`src/rtl/rc_pkg.sv`:
```
package rc_pkg;

    typedef enum logic [1:0] {
        ST_IDLE = 2'd0,
        ST_SEND = 2'd1,
        ST_WAIT = 2'd2
    } rc_state_e;

    typedef struct packed {
        logic done;
        logic retry_err;
        logic late_err;
    } rc_status_t;

    // Exponent of the backoff range: the collision count, capped.
    function automatic int unsigned rc_cap_exp(input int unsigned n, input int unsigned cap);
        return (n < cap) ? n : cap;
    endfunction

endpackage

```
`src/rtl/rc_lfsr.sv`:
```
module rc_lfsr #(
    parameter logic [15:0] SEED = 16'hACE1
) (
    input  logic        clk,
    input  logic        rst,
    output logic [15:0] value
);
    logic [15:0] q;
    logic        fb;

    // x^16 + x^14 + x^13 + x^11 + 1
    assign fb = q[15] ^ q[13] ^ q[12] ^ q[10];

    always_ff @(posedge clk) begin
        if (rst) q <= (SEED == 16'h0) ? 16'h1 : SEED;
        else     q <= {q[14:0], fb};
    end

    assign value = q;
endmodule

```
`src/rtl/rc_replay_buf.sv`:
```
module rc_replay_buf #(
    parameter int unsigned DATA_W = 8,
    parameter int unsigned DEPTH  = 128
) (
    input  logic              clk,
    input  logic              rst,
    input  logic              flush,
    input  logic              wr_en,
    input  logic [DATA_W-1:0] wr_data,
    input  logic              rd_en,
    input  logic              rewind,
    input  logic              release_en,
    output logic [DATA_W-1:0] rd_data,
    output logic              empty,
    output logic              full
);
    localparam int unsigned AW = $clog2(DEPTH);
    localparam int unsigned PW = AW + 1;

    logic [DATA_W-1:0] mem [DEPTH];
    logic [PW-1:0]     wr_p, rd_p, base_p, rd_nxt, used;
    logic              wr_fire;

    assign used    = wr_p - base_p;
    assign full    = (used == PW'(DEPTH));
    assign empty   = (rd_p == wr_p);
    assign wr_fire = wr_en && !full && !flush;

    always_comb begin
        if (rewind)              rd_nxt = base_p;
        else if (rd_en && !empty) rd_nxt = rd_p + PW'(1);
        else                     rd_nxt = rd_p;
    end

    always_ff @(posedge clk) begin
        if (rst || flush) begin
            wr_p   <= '0;
            rd_p   <= '0;
            base_p <= '0;
        end else begin
            if (wr_fire) wr_p <= wr_p + PW'(1);
            rd_p <= rd_nxt;
            if (release_en) base_p <= rd_nxt;
        end
    end

    always_ff @(posedge clk) begin
        if (wr_fire) mem[wr_p[AW-1:0]] <= wr_data;
    end

    assign rd_data = mem[rd_p[AW-1:0]];
endmodule

```
`src/rtl/coll_retry_ctrl.sv`:
```
module coll_retry_ctrl
    import rc_pkg::*;
#(
    parameter int unsigned DATA_W       = 8,
    parameter int unsigned BUF_DEPTH    = 128,
    parameter int unsigned SLOT_BYTES   = 64,
    parameter int unsigned MAX_ATTEMPTS = 16,
    parameter int unsigned BACKOFF_CAP  = 10,
    parameter logic [15:0] LFSR_SEED    = 16'hACE1
) (
    input  logic                                clk,
    input  logic                                rst,
    input  logic                                frame_start,
    input  logic                                wr_en,
    input  logic [DATA_W-1:0]                   wr_data,
    input  logic                                rd_en,
    input  logic                                byte_tick,
    input  logic                                tx_end,
    input  logic                                collision,
    output logic [DATA_W-1:0]                   rd_data,
    output logic                                rd_empty,
    output logic                                wr_full,
    output logic                                restart,
    output logic                                buf_release,
    output logic                                frame_release,
    output logic                                done,
    output logic                                retry_err,
    output logic                                late_err,
    output logic [$clog2(MAX_ATTEMPTS+1)-1:0]   attempts,
    output logic [BACKOFF_CAP-1:0]              backoff_slots
);
    localparam int unsigned ATT_W = $clog2(MAX_ATTEMPTS + 1);
    localparam int unsigned WIN_W = $clog2(SLOT_BYTES + 1);
    localparam int unsigned BO_W  = BACKOFF_CAP + WIN_W;

    rc_state_e               st;
    logic [ATT_W-1:0]        att_q;
    logic [WIN_W-1:0]        win_q;
    logic                    rel_q;
    logic [BO_W-1:0]         bo_q;
    logic [BACKOFF_CAP-1:0]  slots_q;
    logic [BACKOFF_CAP-1:0]  draw_mask;
    logic [BACKOFF_CAP-1:0]  draw;
    rc_status_t              stat_q;
    logic                    restart_q;
    logic                    frel_q;
    logic [15:0]             lfsr_v;
    logic                    in_send;
    logic                    early_col;
    int unsigned             exp_n;

    assign in_send   = (st == ST_SEND);
    assign early_col = in_send && collision && !rel_q && !frame_start;

    rc_lfsr #(.SEED(LFSR_SEED)) lfsr_i (
        .clk   (clk),
        .rst   (rst),
        .value (lfsr_v)
    );

    rc_replay_buf #(.DATA_W(DATA_W), .DEPTH(BUF_DEPTH)) buf_i (
        .clk        (clk),
        .rst        (rst),
        .flush      (frame_start),
        .wr_en      (wr_en),
        .wr_data    (wr_data),
        .rd_en      (rd_en && in_send),
        .rewind     (early_col),
        .release_en (rel_q),
        .rd_data    (rd_data),
        .empty      (rd_empty),
        .full       (wr_full)
    );

    // Backoff range: collisions so far (equal to att_q), capped.
    always_comb begin
        exp_n = rc_cap_exp(32'(att_q), BACKOFF_CAP);
        for (int i = 0; i < int'(BACKOFF_CAP); i++) begin
            draw_mask[i] = (32'(i) < exp_n);
        end
        draw = lfsr_v[BACKOFF_CAP-1:0] & draw_mask;
    end

    always_ff @(posedge clk) begin
        if (rst) begin
            st        <= ST_IDLE;
            att_q     <= '0;
            win_q     <= '0;
            rel_q     <= 1'b0;
            bo_q      <= '0;
            slots_q   <= '0;
            stat_q    <= '0;
            restart_q <= 1'b0;
            frel_q    <= 1'b0;
        end else if (frame_start) begin
            st        <= ST_SEND;
            att_q     <= ATT_W'(1);
            win_q     <= '0;
            rel_q     <= 1'b0;
            bo_q      <= '0;
            slots_q   <= '0;
            stat_q    <= '0;
            restart_q <= 1'b0;
            frel_q    <= 1'b0;
        end else begin
            restart_q <= 1'b0;
            frel_q    <= 1'b0;
            unique case (st)
                ST_SEND: begin
                    if (collision) begin
                        if (rel_q) begin
                            stat_q.late_err <= 1'b1;
                            frel_q          <= 1'b1;
                            st              <= ST_IDLE;
                        end else if (att_q == ATT_W'(MAX_ATTEMPTS)) begin
                            stat_q.retry_err <= 1'b1;
                            frel_q           <= 1'b1;
                            st               <= ST_IDLE;
                        end else begin
                            att_q   <= att_q + ATT_W'(1);
                            slots_q <= draw;
                            bo_q    <= BO_W'(draw) * BO_W'(SLOT_BYTES);
                            win_q   <= '0;
                            st      <= ST_WAIT;
                        end
                    end else if (tx_end) begin
                        stat_q.done <= 1'b1;
                        frel_q      <= 1'b1;
                        st          <= ST_IDLE;
                    end else if (byte_tick && !rel_q) begin
                        win_q <= win_q + WIN_W'(1);
                        if (win_q == WIN_W'(SLOT_BYTES - 1)) rel_q <= 1'b1;
                    end
                end
                ST_WAIT: begin
                    if (bo_q == '0) begin
                        restart_q <= 1'b1;
                        st        <= ST_SEND;
                    end else if (byte_tick) begin
                        bo_q <= bo_q - BO_W'(1);
                    end
                end
                default: ;
            endcase
        end
    end

    assign restart       = restart_q;
    assign buf_release   = rel_q;
    assign frame_release = frel_q;
    assign done          = stat_q.done;
    assign retry_err     = stat_q.retry_err;
    assign late_err      = stat_q.late_err;
    assign attempts      = att_q;
    assign backoff_slots = slots_q;
endmodule

```
`config.mk`:
```
export PLATFORM = sky130hd
export DESIGN_NAME = coll_retry_ctrl
export DESIGN_NICKNAME = d
export VERILOG_FILES = /design/src/rtl/rc_pkg.sv /design/src/rtl/rc_lfsr.sv /design/src/rtl/rc_replay_buf.sv /design/src/rtl/coll_retry_ctrl.sv
export SDC_FILE = /design/constraint.sdc
export NUM_CORES = 1
export LEC_CHECK = 0
export ABC_AREA = 1
export BUFFER_PORTS_ARGS = -buffer_cell sky130_fd_sc_hd__buf_2
export CAP_MARGIN = 20
export CORE_MARGIN = 2
export CORE_UTILIZATION = 40
export CTS_CLUSTER_DIAMETER = 120
export DETAILED_ROUTE_END_ITERATION = 7
export SLEW_MARGIN = 10
export SYNTH_ARGS = -nofsm -noshare
export SYNTH_HDL_FRONTEND = slang
export SYNTH_SLANG_ARGS = --single-unit
```
`constraint.sdc`:
```
create_clock -name clk -period 3.5 [get_ports clk]
set_clock_uncertainty 0.15 [all_clocks]
set_input_delay 0.35 -clock clk [delete_from_list [all_inputs] [get_ports clk]]
set_output_delay 0.35 -clock clk [all_outputs]
set_load 0.02 [all_outputs]
```
Word level (Yosys, flattened, before mapping)

Memories as Yosys holds them, arrays and structs flattened. A register that Yosys moved wholly into a read port is not among the register bits.
Index checks and enable logic that the tools add are counted.

Register bits: 87
RAM bits: 1,024
Input bits: 16
Output and inout bits: 31
Memories: 1

Memories:

| memory    | words | bits a word | read ports | clocked after Yosys merged registers in | write ports | RTL line            | text |
|---|---|---|---|---|---|---|---|
| buf_i.mem | 128   | 8           | 1          | 1                                       | 1           | rc_replay_buf.sv:20 | `logic [DATA_W-1:0] mem [DEPTH];` |

Add/sub/neg operators: 6
$lt $le $gt $ge: 11
Equality and inequality tests: 20
Multiplexer cells: 34
Bitwise operators: 10
Reduce and logical (&&, ||, !) cells: 32

Operators by type and width:

| cell                  | number |
|---|---|
| $mux 17               | 5 |
| $mux 7                | 6 |
| $pmux 17 s2           | 1 |
| $lt 3x5->1 const A    | 4 |
| $ne 2x2->1 const B    | 10 |
| $logic_not 17->1      | 1 |
| $sub 17x1->17 const B | 1 |
| $add 8x1->8 const B   | 2 |
| $mux 8                | 2 |
| $mux 1                | 13 |
| $reduce_and 3->1      | 4 |
| $reduce_and 4->1      | 3 |
| $and 10x10->10        | 1 |
| $lt 1x5->1 const A    | 2 |
| $lt 2x5->1 const A    | 2 |
| $lt 4x5->1 const A    | 2 |
| $mux 2                | 5 |
| $reduce_and 5->1      | 2 |
| $eq 8x8->1            | 1 |
| $eq 8x8->1 const B    | 1 |
| $logic_and 1x1->1     | 8 |
| $reduce_bool 2->1     | 4 |
| $sub 8x8->8           | 1 |
| $add 7x1->7 const B   | 1 |
| 19 further kinds      | 31 |

Logic depth before layout (Yosys ltp)

Word-level depth: 8
Mapped depth: 18

Modules after synthesis

From an unflattened synthesis, not the netlist that was laid out.

Cell total of the unflattened synthesis: 4,141
Area total of the unflattened synthesis: 46,382.0 um^2

By module, submodules not included:

| module          | instances | cells each | area an instance (um^2) | seq. area each (um^2) |
|---|---|---|---|---|
| rc_replay_buf   | 1         | 3,688      | 43,235.2                | 31,230.0 |
| coll_retry_ctrl | 1         | 394        | 2,643.8                 | 940.9 |
| rc_lfsr         | 1         | 59         | 503.0                   | 320.3 |

Worst setup path after synthesis

Ideal clock, no wire load.

Kind: flip-flop to flip-flop
Start point: register buf_i.wr_p[0]
End point: memory buf_i.mem[107][0], enable pin
Arrival: 2.179 ns
Required time: 2.980 ns
Slack: 0.801 ns
Stages on the path, launching flop included: 19
Buffers on the path: 1
Clock period less this slack: 2.699 ns
Path through: dfxtp_1 inv_1 ha_1 inv_1 nand2_1 nand2_1 nand2_1 nand2_1 nand2_1 nand2_1 inv_1 nand2_1 nor2_1 nand2_2 nand3_4 inv_6 nand2_2 buf_6 nor2_1

Cells in the longest elaborated chain, start to end: 7

RTL lines:

| what                            | RTL line            | text |
|---|---|---|
| from (decl)                     | rc_replay_buf.sv:21 | `logic [PW-1:0] wr_p, rd_p, base_p, rd_nxt, used;` |
| from (signal assigned)          | rc_replay_buf.sv:41 | `if (wr_fire) wr_p <= wr_p + PW'(1);` |
| $sub 8x8->8                     | rc_replay_buf.sv:24 | `assign used = wr_p - base_p;` |
| $eq 8x8->1                      | rc_replay_buf.sv:25 | `assign full = (used == PW'(DEPTH));` |
| $logic_not 1->1                 | rc_replay_buf.sv:27 | `assign wr_fire = wr_en && !full && !flush;` |
| $logic_and 1x1->1 (2 in series) | rc_replay_buf.sv:27 |  |
| $mux 1                          | rc_replay_buf.sv:48 | `if (wr_fire) mem[wr_p[AW-1:0]] <= wr_data;` |
| $mux 1 (not written as such)    | rc_replay_buf.sv:48 |  |
| to (decl)                       | rc_replay_buf.sv:20 |  |

Several ways; a longest one is shown, not always the timed one.

==> flow_metrics.tcl <==
set metrics [dict create \
    cp_max_fo 24 \
    first_pass_iters 5 \
    grt_start_max_net_pins 76 \
    arrival_ps 3010 \
    max_freq_mhz 285 \
    routedWlPerCell_um 23.3 \
    ios 47 \
    leakage_nw 19.3 \
    setup_violations 1 \
    rsz0062_at_grt "true" \
    clkSinkCount 1111 \
    dp_hpwl_mm 77.1 \
    stdcell_count 5891 \
    final_layout_size_suffix_gt1_share_pct 13.7 \
    overflow 0 \
    status "complete, but fails checks" \
    synth_area_per_cell_um2 11.3 \
    fin_ws_ps -7.46 \
    syn_inst 4075 \
    final_cell_mix "edfxtp_1, nor2_1, nand2_1" \
    area_growth_pct 18.3 \
    cts_root_buf "clkbuf_16" \
    fin_crit_sh_pct 100 \
    yosys-top-cells-area "edfxtp_1, nor2_1, o21ai_0" \
    finalHoldViolations 0 \
    required_ps 3000 \
    h-tree-depth 3 \
    syn-cell-area_um2 46100 \
    violations "setup timing" \
    die_y_um 343 \
    cts_buffer_depth 3 \
    numCtsBuffers 115 \
    via_per_inst 5.54 \
    clkTransAtPathRegs_ps 60 \
    synth_cell_type_count 44 \
    hold_class "primary input to flip-flop" \
    routabilityCongestion 0.915 \
    grt_pass1_vias 31700 \
    worst_pin_slew_ps 741 \
    route.vias.total 32600 \
    ys_seq_area_share_pct 70.5 \
    vdd_drop_max_v 0.000400 \
    drtAntennaViolNets 0 \
    finalCriticalPeriod_ps 3510 \
    grt.total_usage_pct 22.3 \
    endpoint_kind "output port" \
    antenna_found_initial 1 \
    num_rows 124 \
    path_class "flip-flop to output port" \
    yosysWarnings 0 \
    wl_mm 137 \
    power_mw 27.8 \
    layout_commonest_cell "edfxtp_1" \
    clk_latency_ps 710 \
    port_buffers 46 \
    synthDominantAreaCellType "edfxtp_1" \
    synth_top_area_share_pct 66.7 \
    nFillCells 10200 \
    die_w_um 343 \
    grt_pass1_wl_mm 199 \
    initial_core_util_pct 40.3 \
    slew_viol_final 0 \
    fp.dieArea_um2 118000 \
    start_kind "flip-flop" \
    regArea_um2 32500 \
    dp.cells 5618 \
    powerDensity_nw_per_um2 510 \
    drv_cap 0 \
    core_area_um2 114000 \
    layout.nets 4314 \
    multi_input_area_um2 12100 \
    drtIter0Drc 3634 \
    drc_errors 0 \
    tritoncts "built" \
    syn-num-nets 4104 \
    ys_ff_latch 1111 \
    max_slew_margin_pct 50.6 \
]
==> registers in the layout, indices dropped and copies added, names as in the netlist <==
signal and cells:
bo_q 17, buf_release 1, st 2, attempts 5, done 1, lfsr_i.value 16, buf_i.wr_p 8, backoff_slots 10
win_q 7, late_err 1, retry_err 1, buf_i.base_p 8, buf_i.mem 1024, restart 1, buf_i.rd_p 8, frame_release 1
==> what timing repair did <==
action / CTS / global route
setup endpoints to repair: 8 / 33
buffers inserted: 14 / 8
endpoints found under the hold margin: 63 / 0
hold buffers: 9 / 0
gates cloned: 15 / 16
pin swaps: 6 / 36
resized for setup: 51 / 124
==> critical path, stage by stage, from the launching register on <==
cell      delay [ps]
dfxtp_4          360
buf_12           170
inv_16           130
buf_16           200
buf_6            160
nor2_1            50
o211ai_1         260
nand3_1          210
nand2_1          170
nand3_2          100
nand2_1          120
nand2_2           80
nand2_4          110
buf_4            140
==> synth_stat cells, drive strengths merged <==
cell type / count
nor2: 952
inv: 137
nand3: 223
nand4: 9
o22ai: 40
nor3: 16
a31oi: 9
a21oi: 86
dfxtp: 87
nand3b: 3
xor2: 18
or2: 17
nor3b: 1
o211ai: 111
clkinv: 4
a211oi: 1
ha: 13
a22oi: 1
clkbuf: 85
o31ai: 2
o21ai: 551
a21boi: 1
edfxtp: 1024
xnor2: 5
mux2i: 1
nor4: 2
nand2: 522
buf: 154
==> per-stage QoR <==
stage | worst slack [ps] | hold WS, ps | cell area (um^2) | util, % | setup TNS [ps]
2_1_floorplan | 801 | 238 | 46100 | - | 0
5_1_grt | -104 | 17.4 | 54500 | 47.7 | -501
4_1_cts | -50.0 | 6.12 | 53700 | 47.0 | -280
3_5_place_dp | 285 | 245 | 49200 | 43.0 | 0
6_report | -7.46 | 32.9 | 54500 | 47.7 | -7.46
3_3_place_gp | 240 | 241 | 49200 | 43.0 | 0
==> kinds of logic (layout without fill, tap and decap cells) <==
kind of cell | after synthesis | after routing | synth area share [%]
simple gates | 1745 | 1745 | 15.3
other cells | 0 | 1 | 0
buf+inv | 380 | 683 | 3.90
flops | 1111 | 1111 | 70.5
fa+ha+maj | 13 | 13 | 0.353
xor+xnor | 23 | 23 | 0.437
mux | 1 | 1 | 0.0217
compound gates | 802 | 802 | 9.51
==> layer usage <==
metal | global-route usage (%) | vias to the layer above | part of all wire [%]
met4 | 7.26 | 0 | 3.0
met1 | 30.4 | 16100 | 41
li1 | - | 14800 | -
met2 | 36.6 | 1510 | 48
met5 | 0 | - | 0
met3 | 3.64 | 253 | 8.0
==> worst paths after layout <==
check             slack, ps                          end  cells past startpoint                        start
hold / removal           30  buf_i.mem[118][5]$_DFFE_PP_                      1                   wr_data[5]
setup / recovery         -7                   rd_data[3]                     13     buf_i.rd_p[0]$_SDFF_PP0_
setup reg to reg        300   buf_i.mem[23][0]$_DFFE_PP_                     12   buf_i.wr_p[6]$_SDFFE_PP0P_
hold reg to reg         250  lfsr_i.value[12]$_SDFF_PP0_                      2  lfsr_i.value[11]$_SDFF_PP1_
==> report_power, final <==
part	switching (mW)	total, mW	leakage [nW]	internal (mW)
clock	5.15	12.2	1.81	7.04
sequential	0.0213	14.5	9.91	14.5
combinational	0.779	1.07	7.62	0.289
total	5.95	27.8	19.3	21.8
==> layout make-up <==
| type | count | area share [%] |
|---|---|---|
| clock inverter | 68 | 1.34 |
| tap | 1512 | 3.47 |
| timing repair inverter | 3 | 0.0528 |
| timing repair buffer | 329 | 6.84 |
| clock buffer | 142 | 5.50 |
| sequential | 1111 | 59.6 |
| inverter | 141 | 1.02 |
| antenna | 1 | 0.00459 |
| multi-input combinational | 2584 | 22.2 |
(Power assumes the default switching activity.)
